$ cat config.mk
export PLATFORM = sky130hd
export DESIGN_NAME = tmr_pair
export DESIGN_NICKNAME = d
export VERILOG_FILES = /design/src/rtl/tmr_pkg.sv /design/src/rtl/tmr_tick.sv /design/src/rtl/tmr_edge.sv /design/src/rtl/tmr_chan.sv /design/src/rtl/tmr_pair.sv
export SDC_FILE = /design/constraint.sdc
export NUM_CORES = 1
export LEC_CHECK = 0
export ABC_AREA = 1
export BUFFER_PORTS_ARGS = -buffer_cell sky130_fd_sc_hd__buf_2
export CORE_MARGIN = 2
export CORE_UTILIZATION = 45
export DETAILED_ROUTE_END_ITERATION = 10
export PLACE_DENSITY = 0.6
export SETUP_SLACK_MARGIN = 0.15
export SLEW_MARGIN = 10
export SYNTH_ARGS = -nofsm -noshare
export SYNTH_HDL_FRONTEND = slang
export SYNTH_SLANG_ARGS = --single-unit
$ cat constraint.sdc
create_clock -name clk -period 2 [get_ports clk]
set_input_delay 0.2 -clock clk [delete_from_list [all_inputs] [get_ports clk]]
set_output_delay 0.2 -clock clk [all_outputs]
set_load 0.01 [all_outputs]
$ cat src/rtl/tmr_pkg.sv
package tmr_pkg;
  typedef enum logic [1:0] {
    MD_13  = 2'd0,
    MD_16  = 2'd1,
    MD_RLD = 2'd2,
    MD_SPL = 2'd3
  } tmr_mode_e;

  typedef struct packed {
    logic      gate;
    logic      ext;
    tmr_mode_e mode;
  } tmr_cfg_t;

  localparam logic [2:0] A_MODE = 3'd0;
  localparam logic [2:0] A_RUN  = 3'd1;
  localparam logic [2:0] A_FLAG = 3'd2;
  localparam logic [2:0] A_LO0  = 3'd3;
  localparam logic [2:0] A_HI0  = 3'd4;
  localparam logic [2:0] A_LO1  = 3'd5;
  localparam logic [2:0] A_HI1  = 3'd6;
endpackage

$ cat src/rtl/tmr_tick.sv
module tmr_tick #(
  parameter int DIV = 12
) (
  input  logic clk,
  input  logic rst_n,
  output logic tick
);
  localparam int CW = (DIV > 1) ? $clog2(DIV) : 1;
  logic [CW-1:0] cnt;

  assign tick = (cnt == CW'(DIV - 1));

  always_ff @(posedge clk or negedge rst_n) begin
    if (!rst_n)    cnt <= '0;
    else if (tick) cnt <= '0;
    else           cnt <= cnt + 1'b1;
  end
endmodule

$ cat src/rtl/tmr_edge.sv
module tmr_edge #(
  parameter int N = 2
) (
  input  logic         clk,
  input  logic         rst_n,
  input  logic         tick,
  input  logic [N-1:0] pin,
  output logic [N-1:0] fall
);
  for (genvar i = 0; i < N; i++) begin : g_pin
    logic cur_s, old_s;
    always_ff @(posedge clk or negedge rst_n) begin
      if (!rst_n) begin
        cur_s <= 1'b0;
        old_s <= 1'b0;
      end else if (tick) begin
        cur_s <= pin[i];
        old_s <= cur_s;
      end
    end
    assign fall[i] = old_s & ~cur_s;
  end
endmodule

$ cat src/rtl/tmr_chan.sv
module tmr_chan
  import tmr_pkg::*;
#(
  parameter int BW = 8,
  parameter int PW = 5
) (
  input  logic          clk,
  input  logic          rst_n,
  input  tmr_mode_e     mode,
  input  logic          inc_lo,
  input  logic          inc_hi,
  input  logic          wr_lo,
  input  logic          wr_hi,
  input  logic [BW-1:0] wdata,
  output logic [BW-1:0] lo,
  output logic [BW-1:0] hi,
  output logic          ovf_main,
  output logic          ovf_hi
);
  logic [BW-1:0] lo_n, hi_n;

  always_comb begin
    lo_n     = lo;
    hi_n     = hi;
    ovf_main = 1'b0;
    ovf_hi   = 1'b0;
    if (inc_lo) begin
      unique case (mode)
        MD_13: begin
          if (lo[PW-1:0] == '1) begin
            lo_n[PW-1:0] = '0;
            hi_n         = hi + 1'b1;
            ovf_main     = (hi == '1);
          end else begin
            lo_n[PW-1:0] = lo[PW-1:0] + 1'b1;
          end
        end
        MD_16: begin
          {hi_n, lo_n} = {hi, lo} + 1'b1;
          ovf_main     = &{hi, lo};
        end
        MD_RLD: begin
          if (lo == '1) begin
            lo_n     = hi;
            ovf_main = 1'b1;
          end else begin
            lo_n = lo + 1'b1;
          end
        end
        MD_SPL: begin
          lo_n     = lo + 1'b1;
          ovf_main = (lo == '1);
        end
      endcase
    end
    if (inc_hi && mode == MD_SPL) begin
      hi_n   = hi + 1'b1;
      ovf_hi = (hi == '1);
    end
    if (wr_lo) lo_n = wdata;
    if (wr_hi) hi_n = wdata;
  end

  always_ff @(posedge clk or negedge rst_n) begin
    if (!rst_n) begin
      lo <= '0;
      hi <= '0;
    end else begin
      lo <= lo_n;
      hi <= hi_n;
    end
  end
endmodule

$ cat src/rtl/tmr_pair.sv
module tmr_pair
  import tmr_pkg::*;
#(
  parameter int DIV = 12,
  parameter int BW  = 8,
  parameter int PW  = 5
) (
  input  logic          clk,
  input  logic          rst_n,
  input  logic          wr_en,
  input  logic [2:0]    wr_addr,
  input  logic [BW-1:0] wr_data,
  input  logic [2:0]    rd_addr,
  output logic [BW-1:0] rd_data,
  input  logic [1:0]    gate_pin,
  input  logic [1:0]    cnt_pin,
  output logic [1:0]    ovf
);
  localparam int NCH = 2;

  logic [7:0]     mode_q;
  logic [NCH-1:0] run_q, flag_q, set_v;
  logic           tick;
  logic [NCH-1:0] fall;
  tmr_cfg_t       cfg [NCH];
  logic [NCH-1:0] inc_lo, inc_hi, ovf_m, ovf_h, en;
  logic [BW-1:0]  lo_v [NCH];
  logic [BW-1:0]  hi_v [NCH];
  logic           split0;

  assign cfg[0] = tmr_cfg_t'(mode_q[3:0]);
  assign cfg[1] = tmr_cfg_t'(mode_q[7:4]);
  assign split0 = (cfg[0].mode == MD_SPL);

  tmr_tick #(.DIV(DIV)) u_tick (.clk(clk), .rst_n(rst_n), .tick(tick));

  tmr_edge #(.N(NCH)) u_edge (
    .clk(clk), .rst_n(rst_n), .tick(tick), .pin(cnt_pin), .fall(fall)
  );

  for (genvar c = 0; c < NCH; c++) begin : g_ch
    localparam logic [2:0] ALO = (c == 0) ? A_LO0 : A_LO1;
    localparam logic [2:0] AHI = (c == 0) ? A_HI0 : A_HI1;
    logic ev;
    assign en[c] = run_q[c] & (~cfg[c].gate | gate_pin[c]);
    assign ev    = tick & (cfg[c].ext ? fall[c] : 1'b1);
    if (c == 0) begin : g_main
      assign inc_lo[c] = en[c] & ev;
      assign inc_hi[c] = tick & run_q[1];
    end else begin : g_aux
      assign inc_lo[c] = en[c] & ev & (cfg[c].mode != MD_SPL);
      assign inc_hi[c] = 1'b0;
    end
    tmr_chan #(.BW(BW), .PW(PW)) u_chan (
      .clk(clk), .rst_n(rst_n), .mode(cfg[c].mode),
      .inc_lo(inc_lo[c]), .inc_hi(inc_hi[c]),
      .wr_lo(wr_en && wr_addr == ALO), .wr_hi(wr_en && wr_addr == AHI),
      .wdata(wr_data), .lo(lo_v[c]), .hi(hi_v[c]),
      .ovf_main(ovf_m[c]), .ovf_hi(ovf_h[c])
    );
  end

  assign set_v[0] = ovf_m[0];
  assign set_v[1] = split0 ? ovf_h[0] : ovf_m[1];

  always_ff @(posedge clk or negedge rst_n) begin
    if (!rst_n) begin
      mode_q <= '0;
      run_q  <= '0;
      flag_q <= '0;
    end else begin
      if (wr_en && wr_addr == A_MODE) mode_q <= wr_data[7:0];
      if (wr_en && wr_addr == A_RUN)  run_q  <= wr_data[NCH-1:0];
      flag_q <= ((wr_en && wr_addr == A_FLAG) ? wr_data[NCH-1:0] : flag_q) | set_v;
    end
  end

  assign ovf = flag_q;

  always_comb begin
    rd_data = '0;
    unique case (rd_addr)
      A_MODE:  rd_data[7:0]     = mode_q;
      A_RUN:   rd_data[NCH-1:0] = run_q;
      A_FLAG:  rd_data[NCH-1:0] = flag_q;
      A_LO0:   rd_data = lo_v[0];
      A_HI0:   rd_data = hi_v[0];
      A_LO1:   rd_data = lo_v[1];
      A_HI1:   rd_data = hi_v[1];
      default: rd_data = '0;
    endcase
  end
endmodule

# After elaboration in Yosys (flattened, before gate mapping)
# Cells that the tools add are included.
# W data, S select, Z words.
# word_totals
regBits	52
mem_bits_rw	0
inputBits	21
memories	0
latchBits	0
out_inout_bits	10
rom_bits	0
word_cells	131
# op_classes
n_div	0
bitwise_logic	17
muxes	37
n_shift	0
n_mul	0
reduce_logical	26
eq_ne	28
addsub	9
n_lt_le_gt_ge	0
# ops
operator	count
$mux W8	13
$pmux W5 S4	2
$add A16 B1 Y16 const B	2
$add A8 B1 Y8 const B	4
$eq A8 B8 Y1 const B	4
$pmux W8 S2	2
$reduce_and A16 Y1	2
$pmux W6 S5	1
$eq A3 B3 Y1 const B	6
$pmux W3 S3	2
$pmux W2 S7	1
$eq A3 B2 Y1 const B	4
$reduce_bool A4 Y1	3
$add A5 B1 Y5 const B	2
$and A1 B1 Y1	10
$eq A5 B5 Y1 const B	2
$mux W1	10
$mux W5	2
$eq A2 B2 Y1 const B	4
$logic_and A1 B1 Y1	8
$pmux W1 S4	2
$eq A3 B1 Y1 const B	2
$logic_not A3 Y1	2
$reduce_and A3 Y1	2
other kinds (15)	25

# Logic depth before layout (Yosys ltp)
# depth
word_depth	9
ltp_mapped	12
mapped_depth_nobuf	12

# Hierarchy
# Synthesis repeated with hierarchy kept, for this count alone.
# unflattened
hier_cells	729
area_unflattened_um2	4603.2
# by_module_without_submodules
mod	seq_area_each_um2	n_inst	area_per_inst_um2	cells_per_inst
tmr_chan	400.4	2	1564.0	252
tmr_pair	300.3	1	1142.3	188
tmr_tick	100.1	1	168.9	16
tmr_edge	100.1	1	163.9	21

# Worst setup path before layout
# Ideal clock, no wire load.
# synth_path
kind	register to register
startpoint	register g_ch[1].u_chan.lo[0]
endpoint	register g_ch[1].u_chan.hi[4]
arrival_ns	1.656
t_required_ns	1.878
synth_period_minus_slack_ns	1.777
path_stages_with_launch	12
path_buffers	0
setup_time_ns	0.122
slack_ns	0.223
path_cell_list	dfrtp_1 ha_1 nand2_2 nor2_4 ha_1 nor2_2 a21oi_1 nand3_4 nand3_1 o21ai_0 inv_1 nand2_1
# synth_between
elab_chain_len	4
word_cells_on_any_way	7
classes_between	1 x add/sub; 2 x eq/ne; 3 x mux; 1 x reduce/logical
# synth_rtl
element	line_no	source
from (decl)	tmr_chan.sv:15	output logic [BW-1:0] lo,
from (signal assigned)	tmr_chan.sv:69	lo <= lo_n;
$add A16 B1 Y16	tmr_chan.sv:39	{hi_n, lo_n} = {hi, lo} + 1'b1;
$pmux W8 S2	tmr_chan.sv:28	unique case (mode)
$mux W8	tmr_chan.sv:27	if (inc_lo) begin
$mux W8	tmr_chan.sv:61	if (wr_hi) hi_n = wdata;
to (signal assigned)	tmr_chan.sv:70	hi <= hi_n;
to (decl)	tmr_chan.sv:16	output logic [BW-1:0] hi,
# Parallel ways exist; a longest one is shown, timed or not. The select of a mux whose other input is x is not followed.
# A chain may end at the register's enable or synchronous reset.

# Final worst setup path
# layout_path
startpoint	register mode_q[4]
endpoint	register g_ch[1].u_chan.hi[2]
# layout_between
elab_chain_len	4
word_cells_on_any_way	11
classes_between	3 x eq/ne; 3 x mux; 1 x bitwise; 4 x reduce/logical
# layout_rtl
element	line_no	source
from (decl)	tmr_pair.sv:21	logic [7:0] mode_q;
from (signal assigned)	tmr_pair.sv:72	if (wr_en && wr_addr == A_MODE) mode_q <= wr_data[7:0];
$eq A2 B1 Y1 (tied with other cells)	tmr_chan.sv:28	
$pmux W8 S2 / $and A1 B1 Y1 (equally long branches)	tmr_chan.sv:28, tmr_pair.sv:51	
$mux W8 / $reduce_bool A2 Y1 (equally long branches)	--	
$mux W8 / $reduce_and A3 Y1 (equally long branches)	--	
# Parallel ways exist; a longest one is shown, timed or not. The select of a mux whose other input is x is not followed.

==> results.cfg <==
[status]
status = completed

[drt]
drcViolationCount = 0
top_layer = met4
wl_per_cell_um = 16.3
dr_wl_met3_um = 661
first_pass_iters = 4
ant_nets = 0
wl_um = 13200
vias = 4381
first_iter_violations = 298
wl_met1_um = 5840
wl_met2_um = 6360
vias_per_cell = 5.42

[setup_path]
cpPeakStageDelay_ps = 430
slowest_stage = dfrtp_1
arrival_ps = 2080
crit_top_cell = nand3_1
timing_worst_setup_path_type = register to register
crit_family = simple AND/OR/NAND/NOR gates
cp-start-kind = register
cp.buffers_inverters = 2
path_cells = ha_1, inv_1, o21ai_0, nor2_2, buf_4, nand3_4, nor2_8, nand3_1, nand3_1
end_kind = register
required_ps = 2260
cp_max_fo = 7

[sta]
timing.final.crit_share_pct = 90.8
tightestPinTransition_ps = 585
slew_viol_final = 0
fin_skew_ps = 17.4
slew_headroom_pct = 61.0
setup_viol = 0
rsz0062_at_grt = true
fmax_mhz = 551
fin_tns_setup_ps = 0
hold_violations = 0
fin_crit_ps = 1820

[synth]
postSynthCellCount = 643
synth_top_area_share_pct = 31.0
syn_area_um2 = 4190
synth_seq_cells = 52
synth_enable_flop_cells = 0
synth.net_count = 675
ys_seq_area_share_pct = 31.0
synth.area.top_cells = dfrtp_1 (31%), nand2_1 (19%), nand3_1 (9.8%)
synth_top_area_cell = dfrtp_1
syn_area_per_cell_um2 = 6.52
yosysWarningCount = 0
async_reset_ff_share_pct = 100
synth_ff_type = dfrtp_1
synth_cell_types = 34

[final_layout]
area.sequential_um2 = 1300
antennaDiodeCount = 0
final_nets = 729
multi_input_area_um2 = 2550
nFillCells = 926
drive_gt1_share_pct = 16.5
area_growth_pct = 14.5

[floorplanning]
initial_utilization_pct = 45.8
dieArea_um2 = 10100
row_count = 35
core_area_um2 = 9150
ioPinCount = 31
die_h_um = 101
die_x_um = 101

[power]
combPwrFrac_pct = 43.0
power_switching_mw = 1.89
total_leakage_power_nw = 2.48
power_density_nw_per_um2 = 863
switching_share_pct = 45.7
p_int_mw = 2.25
ir_drop_v = 0.000370
p_clk_share_pct = 16.2
seq_power_share_pct = 40.8
design_power_total_mw = 4.14

[clocking]
tritoncts = yes
path_clk_slew_ps = 110
cts_inserted_buffers = 5
clock_latency_ps = 330
cts_sinks = 52
cts_root_buf = clkbuf_8
htreeDepth = 2
clk_path_buf_depth = 2

[grt]
grt_pass1_wl_um = 21100
antenna_found_initial = 0
grt_start_max_net_pins = 31
grt_pass1_vias = 4248
grt-ovfl-total = 0
grt.total_usage_pct = 27.2

[placed_design]
portBuffers = 30
routabilityCongestion = 0.917
dp_hpwl_um = 10200

[flow_run]
maxCapViolCount = 0

[min_path]
hold_path_class = input pin to register
## worst reg2reg max path, delay by kind of cell, from the launching register on
family,cells,cell delay (ps)
fa+ha+maj,1,250
simple gates,5,690
flops,1,430
buf+inv,2,270
compound gates,1,130
## flip-flops by register name (all words and copies together) (netlist names)
| register | flops |
|---|---|
| u_edge.g_pin.cur_s | 2 |
| u_tick.cnt | 4 |
| run_q | 2 |
| g_ch.u_chan.hi | 16 |
| u_edge.g_pin.old_s | 2 |
| g_ch.u_chan.lo | 16 |
| ovf | 2 |
| mode_q | 8 |
## through the flow
| stage | setup WS [ps] | utilization [%] | std cells | cell area, um2 | hold WS [ps] |
|---|---|---|---|---|---|
| floorplan | 223 | - | 643 | 4190 | -95.6 |
| global placement | 211 | 49.5 | 786 | 4530 | 236 |
| detailed placement | 110 | 49.5 | 786 | 4530 | 237 |
| CTS | 174 | 50.7 | 795 | 4640 | 71.8 |
| global route | 92.7 | 52.5 | 809 | 4800 | 80.0 |
| finish | 185 | 52.5 | 809 | 4800 | 68.9 |
## synthesized netlist by cell type (7+ instances only)
library cell / instances
nand4_1: 11
xor2_1: 9
a21oi_1: 22
inv_1: 88
nand2_1: 207
nor2_4: 7
dfrtp_1: 52
ha_1: 11
inv_2: 7
o22ai_1: 7
nor2_1: 39
nand3_1: 82
o21ai_0: 40
## power by group through the flow
stage | sequential, mW | clock (mW) | combinational, mW
after floorplan | 1.57 | 0 | 1.19
after global placement | 1.68 | 0 | 1.63
after detailed placement | 1.68 | 0 | 1.64
after CTS | 1.66 | 0.679 | 1.65
after global routing | 1.71 | 0.724 | 2.02
final | 1.69 | 0.671 | 1.78
## cell families after synthesis
family	share of synthesized area [%]
and+or+nand+nor	41.3
buffers and inverters	9.73
AOI/OAI and AO/OA	12.8
DFF	31.0
adders and majority gates	3.28
xor gates and xnor gates	1.88
## cell usage in the layout (no fill, tap or decap), drive strengths merged
cell type    netlist  routed
nor2              54      54
o221ai             5       5
clkinv             1       3
ha                11      11
o22ai              7       7
dlygate4sd3        0       1
a21oi             24      24
nor3               6       6
nand4             12      12
buf                7      54
o21ai             43      43
inv               95      96
or2                1       1
o21bai             1       1
a211oi             2       2
o211ai             6       6
a21boi             1       1
dfrtp             52      52
nand3             84      85
xor2               9       9
o2111ai            3       3
clkbuf             2       5
nand2            217     217
## final cells by class
class | count | area share [%]
Inverter | 96 | 7.56
Multi-Input combinational cell | 487 | 53.1
Sequential cell | 52 | 27.1
Timing Repair Buffer | 55 | 7.35
Clock inverter | 3 | 0.547
Clock buffer | 5 | 1.43
Tap cell | 111 | 2.89
## worst paths after layout
| kind | start | to | slack [ps] | cells after the start |
|---|---|---|---|---|
| worst max-delay path | mode_q[4]$_DFFE_PN0P_ | g_ch[1].u_chan.hi[2]$_DFFE_PN0P_ | 180 | 9 |
| worst min-delay path | cnt_pin[0] | u_edge.g_pin[0].cur_s$_DFFE_PN0N_ | 70 | 3 |
| worst max register to register | mode_q[4]$_DFFE_PN0P_ | g_ch[1].u_chan.hi[2]$_DFFE_PN0P_ | 180 | 9 |
| worst min register to register | u_tick.cnt[0]$_DFF_PN0_ | u_tick.cnt[0]$_DFF_PN0_ | 470 | 1 |
| max in group asynchronous | rst_n | g_ch[0].u_chan.hi[4]$_DFFE_PN0P_ | 1030 | 3 |
| min in group asynchronous | rst_n | g_ch[1].u_chan.lo[6]$_DFFE_PN0P_ | 390 | 2 |
## layer usage
metal / up-vias / GRT usage (%)
met1: 2045 / 34.6
met2: 114 / 47.1
met3: 20 / 4.02
met4: 0 / 9.06
met5: - / 0
li1: 2202 / -
## timing repair
item,CTS,global route
pin swaps,0,9
buffers inserted,0,13
setup endpoints to repair,8,30
gates cloned,0,1
endpoints found under the hold margin,22,0
hold buffers,1,0
gates resized for setup,1,17
No activity file was read; power rests on OpenSTA's default activity.
